==> src/rtl/gpio_mask_pkg.sv <==
package gpio_mask_pkg;
  typedef enum logic [1:0] {
    ACC_NONE = 2'd0,
    ACC_DATA = 2'd1,
    ACC_DIR  = 2'd2
  } acc_kind_e;
endpackage

==> src/rtl/gpio_addr_decode.sv <==
module gpio_addr_decode
  import gpio_mask_pkg::*;
#(
  parameter int PINS = 8
) (
  input  logic [PINS+2:0]  addr,
  output acc_kind_e        kind,
  output logic [PINS-1:0]  mask
);
  localparam int SEL_BIT = PINS + 2;

  logic            win_hi;
  logic [PINS+1:0] low_part;

  assign win_hi   = addr[SEL_BIT];
  assign low_part = addr[SEL_BIT-1:0];

  always_comb begin
    if (!win_hi) begin
      kind = ACC_DATA;
      mask = addr[PINS+1:2];
    end else begin
      kind = (low_part == '0) ? ACC_DIR : ACC_NONE;
      mask = '0;
    end
  end
endmodule

==> src/rtl/gpio_in_sync.sv <==
module gpio_in_sync #(
  parameter int PINS   = 8,
  parameter int STAGES = 2
) (
  input  logic            clk,
  input  logic            rst_n,
  input  logic [PINS-1:0] raw_in,
  output logic [PINS-1:0] sync_out
);
  logic [STAGES-1:0][PINS-1:0] chain_q;

  always_ff @(posedge clk or negedge rst_n) begin
    if (!rst_n) chain_q[0] <= '0;
    else        chain_q[0] <= raw_in;
  end

  for (genvar s = 1; s < STAGES; s++) begin : g_stage
    always_ff @(posedge clk or negedge rst_n) begin
      if (!rst_n) chain_q[s] <= '0;
      else        chain_q[s] <= chain_q[s-1];
    end
  end

  assign sync_out = chain_q[STAGES-1];
endmodule

==> src/rtl/gpio_regs.sv <==
module gpio_regs
  import gpio_mask_pkg::*;
#(
  parameter int PINS = 8
) (
  input  logic            clk,
  input  logic            rst_n,
  input  logic            wr_en,
  input  acc_kind_e       kind,
  input  logic [PINS-1:0] mask,
  input  logic [PINS-1:0] wdata,
  output logic [PINS-1:0] dir_q,
  output logic [PINS-1:0] out_q
);
  logic [PINS-1:0] upd_bits;

  assign upd_bits = (wr_en && kind == ACC_DATA) ? (mask & dir_q) : '0;

  always_ff @(posedge clk or negedge rst_n) begin
    if (!rst_n)                      dir_q <= '0;
    else if (wr_en && kind == ACC_DIR) dir_q <= wdata;
  end

  for (genvar b = 0; b < PINS; b++) begin : g_out_bit
    always_ff @(posedge clk or negedge rst_n) begin
      if (!rst_n)           out_q[b] <= 1'b0;
      else if (upd_bits[b]) out_q[b] <= wdata[b];
    end
  end

  assert_dir_load_R2: assert property (@(posedge clk) disable iff (!rst_n)
    (wr_en && kind == ACC_DIR) |=> (dir_q == $past(wdata)));

  assert_masked_write_R3: assert property (@(posedge clk) disable iff (!rst_n)
    (wr_en && kind == ACC_DATA) |=>
      (((out_q ^ $past(wdata)) & $past(mask & dir_q)) == '0));

  assert_input_hold_R4: assert property (@(posedge clk) disable iff (!rst_n)
    (wr_en && kind == ACC_DATA) |=>
      (((out_q ^ $past(out_q)) & ~$past(mask & dir_q)) == '0));

  assert_idle_stable_R8: assert property (@(posedge clk) disable iff (!rst_n)
    !(wr_en && kind != ACC_NONE) |=> ($stable(out_q) && $stable(dir_q)));
endmodule

==> src/rtl/gpio_mask_port.sv <==
module gpio_mask_port
  import gpio_mask_pkg::*;
#(
  parameter int PINS        = 8,
  parameter int SYNC_STAGES = 2
) (
  input  logic            clk,
  input  logic            rst_n,
  input  logic [PINS+2:0] bus_addr,
  input  logic            bus_wr_en,
  input  logic [PINS-1:0] bus_wdata,
  output logic [PINS-1:0] bus_rdata,
  input  logic [PINS-1:0] pin_in,
  output logic [PINS-1:0] pin_out,
  output logic [PINS-1:0] pin_oe
);
  acc_kind_e       acc_kind;
  logic [PINS-1:0] acc_mask;
  logic [PINS-1:0] dir_r;
  logic [PINS-1:0] out_r;
  logic [PINS-1:0] pin_sync;
  logic [PINS-1:0] live_val;

  gpio_addr_decode #(.PINS(PINS)) dec_i (
    .addr (bus_addr),
    .kind (acc_kind),
    .mask (acc_mask)
  );

  gpio_in_sync #(.PINS(PINS), .STAGES(SYNC_STAGES)) sync_i (
    .clk      (clk),
    .rst_n    (rst_n),
    .raw_in   (pin_in),
    .sync_out (pin_sync)
  );

  gpio_regs #(.PINS(PINS)) regs_i (
    .clk   (clk),
    .rst_n (rst_n),
    .wr_en (bus_wr_en),
    .kind  (acc_kind),
    .mask  (acc_mask),
    .wdata (bus_wdata),
    .dir_q (dir_r),
    .out_q (out_r)
  );

  assign live_val = (dir_r & out_r) | (~dir_r & pin_sync);

  always_comb begin
    unique case (acc_kind)
      ACC_DATA: bus_rdata = acc_mask & live_val;
      ACC_DIR:  bus_rdata = dir_r;
      default:  bus_rdata = '0;
    endcase
  end

  assign pin_out = out_r;
  assign pin_oe  = dir_r;

  assert_unmasked_zero_R5: assert property (@(posedge clk) disable iff (!rst_n)
    !bus_addr[PINS+2] |-> ((bus_rdata & ~bus_addr[PINS+1:2]) == '0));

  assert_output_readback_R6: assert property (@(posedge clk) disable iff (!rst_n)
    !bus_addr[PINS+2] |->
      (((bus_rdata ^ pin_out) & pin_oe & bus_addr[PINS+1:2]) == '0));
endmodule

==> config.mk <==
export PLATFORM = sky130hd
export DESIGN_NAME = gpio_mask_port
export DESIGN_NICKNAME = d
export VERILOG_FILES = /design/src/rtl/gpio_mask_pkg.sv /design/src/rtl/gpio_addr_decode.sv /design/src/rtl/gpio_in_sync.sv /design/src/rtl/gpio_regs.sv /design/src/rtl/gpio_mask_port.sv
export SDC_FILE = /design/constraint.sdc
export NUM_CORES = 1
export LEC_CHECK = 0
export CAP_MARGIN = 10
export CELL_PAD_IN_SITES_DETAIL_PLACEMENT = 1
export CELL_PAD_IN_SITES_GLOBAL_PLACEMENT = 2
export CORE_ASPECT_RATIO = 0.6
export CORE_UTILIZATION = 24
export DETAILED_ROUTE_END_ITERATION = 7
export PLACE_DENSITY = 0.81
export SYNTH_ARGS = -nofsm -noshare
export SYNTH_HDL_FRONTEND = slang
export SYNTH_SLANG_ARGS = --single-unit
==> constraint.sdc <==
create_clock -name clk -period 0.9 [get_ports clk]
set_input_delay 0.09 -clock clk [delete_from_list [all_inputs] [get_ports clk]]
set_output_delay 0.09 -clock clk [all_outputs]
set_load 0.1 [all_outputs]
==> results.sh, run 1 <==
export IMPL_max_stage_delay_ps=500
export IMPL_slew_viol_final=0
export IMPL_syn_area_um2=1340
export IMPL_fin_hold_ws_ps=154
export IMPL_yosys_warnings=0
export IMPL_finalHoldViolCount=0
export IMPL_antenna_found_initial=0
export IMPL_place_congestion=0.779
export IMPL_syn_inst=105
export IMPL_arrival_ps=1460
export IMPL_period_share_pct=172
export IMPL_ir_drop_mv=0.629
export IMPL_hp_start="bus_addr[4]"
export IMPL_io_buffers=53
export IMPL_grt_pass1_vias=1481
export IMPL_tightest_slew_ps=292
export IMPL_dr_pass1_iters=6
export IMPL_switchingPower_uw=921
export IMPL_cp_startpoint="regs_i.dir_q[5]"
export IMPL_total_power_uw=3280
export IMPL_max_slew_margin_pct=80.4
export IMPL_cpLargestDelayFamily="flip-flops"
export IMPL_power_share_switching_pct=28.1
export IMPL_wl_um=4940
export IMPL_die_w_um=98.4
export IMPL_post_dp_hpwl_um=3580
export IMPL_drt_iter0_drc=42
export IMPL_cts_root_buffer="clkbuf_8"
export IMPL_ys_types=19
export IMPL_clock_latency_ps=290
export IMPL_pwr_share_comb_pct=21.0
export IMPL_syn_area_per_cell_um2=12.8
export IMPL_power_leakage_uw=0.00124
export IMPL_route_detailed_drc=5
export IMPL_cts_buffers=5
export IMPL_synth_flop_cell="dfrtp_1"
export IMPL_postLayoutSetupSlackWorst_ps=-652
export IMPL_violations="DRC, setup timing"
export IMPL_pre_cts_ws_ps=-910
export IMPL_critPathMaxFanout=4
export IMPL_r2r_start="regs_i.dir_q[4]"
export IMPL_utilization_pct=58.4
export IMPL_synth_nets=135
export IMPL_placed_area_um2=2680
export IMPL_n_antenna_cell=0
export IMPL_path_cells="nor3b_2 > o21ai_2 > a21oi_4 > buf_12"
export IMPL_synth_edff_count=0
export IMPL_outcome="complete, but fails checks"
export IMPL_grt_usage_pct=18.8
export IMPL_cts_sinks=32
export IMPL_hold_path_class="input port to flop"
export IMPL_cap_violations=0
export IMPL_grt_pass1_wl_um=8000
export IMPL_period_minus_slack_ps=1550
export IMPL_vias=1234
export IMPL_required_ps=810
export IMPL_cp_num_buf_inv=1
export IMPL_crit_type="flop to primary output"
export IMPL_num_fill_cells=503
export IMPL_seqPwrFrac_pct=46.1
export IMPL_cts_tree="done"
export IMPL_core_um2=5200
export IMPL_die_area_um2=5890
export IMPL_finalSetupViolCount=40
export IMPL_start_kind="flop"
export IMPL_p_int_uw=2350
export IMPL_initial_core_util_pct=25.7
export IMPL_syn_to_final_growth_pct=127
export IMPL_cts_max_level=2
export IMPL_fmax_mhz=644
export IMPL_cts_clk_slew_worst_paths_ps=70
export IMPL_fin_skew_ps=3.03
export IMPL_row_count=20
export IMPL_vias_per_cell=4.55
export IMPL_ios=54
export IMPL_grt_max_degree=33
export IMPL_grt_ovfl_total=0
export IMPL_wl_per_cell_um=18.2
export IMPL_antenna_left=0
export IMPL_rsz0062_at_grt="true"
export IMPL_worst_path_max_delay_cell="dfrtp_4"
export IMPL_clkPwrFrac_pct=32.9
export IMPL_layout_drive_gt1_share_pct=73.2
export IMPL_design_area_um2=3040
export IMPL_async_flop_share_pct=100
export IMPL_clk_path_buf_depth=2
export IMPL_cp_end_kind="primary output"
export IMPL_synth_seq_area_share_pct=59.8
export IMPL_fin_nets=234
export IMPL_power_density_nw_per_um2=1080
export IMPL_ys_ff_latch=32
export IMPL_chipHeight_um=59.9
[registers in the layout (all words and copies together) (netlist names)]
register,count
regs_i.dir_q,8
regs_i.out_q,8
sync_i.chain_q,8
sync_i.sync_out,8
[Yosys cell counts (2+ instances only)]
master	count	share of area, %
nor4_4	2	3.2
nand3_1	8	3.0
dfrtp_1	32	60
nor2_1	5	1.4
mux2_2	16	13
nand2_1	6	1.7
a21oi_1	6	2.2
nor3b_1	6	3.4
a32oi_1	2	1.3
o21ai_0	6	2.2
buf_2	2	0.75
and2_1	7	3.3
[worst register-to-register path: stages (launching register included)]
cell,delay [ps]
dfrtp_4,510
buf_4,150
buf_6,110
nand3_2,70
mux2_4,300
[logic make-up after synthesis]
family / Yosys count / share of synthesized area [%]
and+or+nand+nor: 36 / 17.9
AOI/OAI and AO/OA: 17 / 7.48
buffers and inverters: 4 / 1.31
DFF: 32 / 59.8
muxes: 16 / 13.5
[power groups by stage]
stage | clock network (µW) | logic (µW) | registers [µW]
floorplan | 0 | 193 | 1590
global placement | 0 | 617 | 1530
detailed placement | 0 | 634 | 1540
CTS | 1110 | 678 | 1510
global route | 1170 | 721 | 1510
finish | 1080 | 686 | 1510
[metal layers]
layer | vias up | global-route usage [%] | wire length (µm)
li1 | 568 | - | -
met1 | 615 | 22.4 | 2100
met2 | 44 | 34.4 | 2520
met3 | 7 | 4.80 | 258
met4 | 0 | 5.76 | 61
met5 | - | 0 | 0
[through the flow]
step           cells  setup TNS [ps]
2_1_floorplan    105           -8970
3_3_place_gp     257          -18190
3_5_place_dp     257          -19430
4_1_cts          270          -12870
5_1_grt          271          -14050
6_report         271          -12610
[placed cells by master (no fill, tap or decap), types with 3 or more instances in the layout]
cell / synthesis / routed
mux2_2: 16 / 8
nand3_2: 0 / 6
nand2_1: 6 / 6
dfrtp_1: 32 / 16
and2_1: 7 / 6
buf_12: 0 / 26
clkdlybuf4s50_1: 0 / 17
dlygate4sd2_1: 0 / 4
clkbuf_8: 0 / 5
dfrtp_4: 0 / 16
a21oi_4: 0 / 6
buf_6: 0 / 24
nor3b_4: 0 / 4
nor2_4: 0 / 3
o21ai_2: 0 / 6
buf_4: 0 / 18
mux2_4: 0 / 8
[final timing paths]
| path | to | slack, ps | cells after the start |
|---|---|---|---|
| setup / recovery | bus_rdata[5] | -650 | 4 |
| hold reg to reg | sync_i.sync_out[3] | 350 | 0 |
| setup reg to reg | regs_i.out_q[4] | -350 | 4 |
| min in group asynchronous | sync_i.sync_out[5] | 180 | 2 |
| hold / removal | regs_i.out_q[2] | 150 | 3 |
| max in group asynchronous | regs_i.out_q[7] | 530 | 2 |
[repair_timing]
item | in CTS | in global routing
buffers inserted | 7 | 4
hold buffers | 0 | 0
gates resized for setup | 84 | 13
pin swaps | 18 | 2
setup endpoints to repair | 40 | 40
[final cells by class]
| cell class | count | area [µm²] | area share (%) |
|---|---|---|---|
| clock buffer | 7 | 76.3 | 2.51 |
| clock inverter | 1 | 5.00 | 0.165 |
| inverter | 1 | 3.75 | 0.124 |
| multi-input combinational | 69 | 826 | 27.2 |
| sequential | 32 | 861 | 28.3 |
| tap | 66 | 82.6 | 2.72 |
| timing repair buffer | 95 | 1180 | 39.0 |
Power figures use the tool's default switching activity.
==> run 2: changes to the inputs <==
--- a/config.mk
+++ b/config.mk
@@ -8,7 +8,7 @@
 export CAP_MARGIN = 10
 export CELL_PAD_IN_SITES_DETAIL_PLACEMENT = 1
 export CELL_PAD_IN_SITES_GLOBAL_PLACEMENT = 2
-export CORE_ASPECT_RATIO = 0.6
+export CORE_ASPECT_RATIO = 0.8
 export CORE_UTILIZATION = 24
 export DETAILED_ROUTE_END_ITERATION = 7
 export PLACE_DENSITY = 0.81
==> results.sh, run 2 (synthesized netlist as in run 1, its figures left out) <==
export IMPL_outcome="complete, but fails checks"
export IMPL_violations="setup timing"
export IMPL_vias_per_cell=4.61
export IMPL_initial_core_util_pct=25.8
export IMPL_n_antenna_cell=0
export IMPL_cts_root_buffer="clkbuf_8"
export IMPL_fmax_mhz=652
export IMPL_max_slew_margin_pct=77.5
export IMPL_power_share_switching_pct=26.8
export IMPL_cts_tree="done"
export IMPL_layout_drive_gt1_share_pct=75.0
export IMPL_rr_worst_depth=4
export IMPL_antenna_left=0
export IMPL_cap_violations=0
export IMPL_required_ps=810
export IMPL_power_density_nw_per_um2=1160
export IMPL_finalHoldViolCount=0
export IMPL_cts_max_level=2
export IMPL_place_congestion=0.658
export IMPL_finalSetupViolCount=40
export IMPL_cp_end_kind="primary output"
export IMPL_period_share_pct=170
export IMPL_post_dp_hpwl_um=3450
export IMPL_seqPwrFrac_pct=41.7
export IMPL_row_count=23
export IMPL_grt_max_degree=33
export IMPL_r2r_start="regs_i.dir_q[0]"
export IMPL_antenna_found_initial=0
export IMPL_layout_commonest_cell="buf_6"
export IMPL_hold_path_class="input port to asynchronous set/reset pin"
export IMPL_wl_per_cell_um=20.6
export IMPL_drt_iter0_drc=31
export IMPL_clk_path_buf_depth=2
export IMPL_total_power_uw=3620
export IMPL_syn_to_final_growth_pct=134
export IMPL_clock_latency_ps=290
export IMPL_cp_startpoint="regs_i.out_q[0]"
export IMPL_cts_sinks=32
export IMPL_grt_pass1_wl_um=8140
export IMPL_start_kind="flop"
export IMPL_power_leakage_uw=0.00129
export IMPL_rrSetupSlack_ps=-320
export IMPL_fin_skew_ps=7.64
export IMPL_crit_end="bus_rdata[0]"
export IMPL_postLayoutSetupSlackWorst_ps=-634
export IMPL_r2r_end="regs_i.out_q[0]"
export IMPL_cts_buffers=5
export IMPL_die_area_um2=5880
export IMPL_arrival_ps=1440
export IMPL_critPathMaxFanout=2
export IMPL_io_buffers=53
export IMPL_regArea_um2=861
export IMPL_crit_type="flop to primary output"
export IMPL_clkPwrFrac_pct=38.4
export IMPL_fin_nets=237
export IMPL_slew_viol_final=0
export IMPL_num_fill_cells=494
export IMPL_ir_drop_mv=0.583
export IMPL_most_common_layout_cells="31 x buf_6, 27 x buf_12, 17 x clkdlybuf4s50_1, 16 x dfrtp_4, 16 x dfrtp_1"
export IMPL_chipHeight_um=68.8
export IMPL_ctsHoldBuffers=0
export IMPL_rsz0062_at_grt="true"
export IMPL_core_um2=5180
export IMPL_route_detailed_drc=0
export IMPL_cts_clk_slew_worst_paths_ps=70
export IMPL_grt_usage_pct=19.1
export IMPL_multi_input_area_um2=843
export IMPL_pwr_share_comb_pct=19.9
export IMPL_wl_um=5550
export IMPL_fin_hold_ws_ps=159
export IMPL_dr_pass1_iters=4
export IMPL_p_int_uw=2650
export IMPL_period_minus_slack_ps=1530
export IMPL_grt_pass1_vias=1534
export IMPL_tightest_slew_ps=338
export IMPL_ios=54
export IMPL_die_w_um=85.5
export IMPL_grt_ovfl_total=0
export IMPL_switchingPower_uw=972
export IMPL_vias=1244
==> run 2: repair_timing <==
action / 4_1_cts / 5_1_grt
resized for setup: 92 / 21
pin swaps: 20 / 9
endpoints found under the setup margin: 40 / 40
setup buffers: 9 / 6
gates cloned: 0 / 0
==> run 2: power groups by stage <==
stage	combinational, µW	sequential (µW)	clock, µW
2_1_floorplan	193	1590	0
3_3_place_gp	625	1530	0
3_5_place_dp	640	1530	0
4_1_cts	680	1510	1390
5_1_grt	754	1510	1470
6_report	722	1510	1390
==> run 2: worst min path at each step <==
stage	to	slack [ps]	startpoint	depth (start not counted)
global placement	sync_i.sync_out[4]	330	sync_i.chain_q[4]	0
CTS	regs_i.out_q[4]	150	bus_addr[6]	3
detailed placement	sync_i.sync_out[6]	340	sync_i.chain_q[6]	0
floorplan	sync_i.chain_q[0]	-210	rst_n	0
finish	regs_i.dir_q[5]	160	rst_n	2
global route	regs_i.out_q[4]	160	bus_addr[6]	3
==> run 2: worst max-delay path: stages, from the launching register on <==
cell     delay (ps)
dfrtp_4         490
a21o_1          190
a32oi_2         240
nor2_4           80
buf_12          170
==> run 2: cell type report <==
cell class / instances / share of cell area [%]
repair buffers: 98 / 39.6
well taps: 62 / 2.47
multi-input cells: 69 / 26.9
flip-flops and latches: 32 / 27.4
clock inverters: 2 / 1.12
inverters: 1 / 0.120
clock buffers: 6 / 2.31
==> run 2: through the flow <==
stage          setup slack [ps]  cells  utilization (%)  area, µm²  setup TNS, ps
3_5_place_dp               -950    253             52.0       2690         -19130
6_report                   -634    270             60.6       3140         -13050
4_1_cts                    -617    269             58.9       3050         -12910
3_3_place_gp               -888    253             52.0       2690         -17910
2_1_floorplan              -680    105                -       1550          -8970
5_1_grt                    -686    270             60.6       3140         -14370
==> run 2: routing by layer <==
| layer | part of all wire, % | global-route usage (%) | vias to the layer above |
|---|---|---|---|
| met2 | 52 | 35.8 | 38 |
| met1 | 42 | 22.2 | 619 |
| met4 | 1.5 | 5.42 | 0 |
| li1 | - | - | 579 |
| met3 | 3.6 | 4.64 | 8 |
| met5 | 0 | 0 | - |
==> run 3: changes to the inputs <==
--- a/config.mk
+++ b/config.mk
@@ -10,6 +10,7 @@
 export CELL_PAD_IN_SITES_GLOBAL_PLACEMENT = 2
 export CORE_ASPECT_RATIO = 0.8
 export CORE_UTILIZATION = 24
+export CTS_CLUSTER_SIZE = 14
 export DETAILED_ROUTE_END_ITERATION = 7
 export PLACE_DENSITY = 0.81
 export SYNTH_ARGS = -nofsm -noshare
==> results of run 3 <==
Final layout, timing and power as in run 2 (identical DEF).
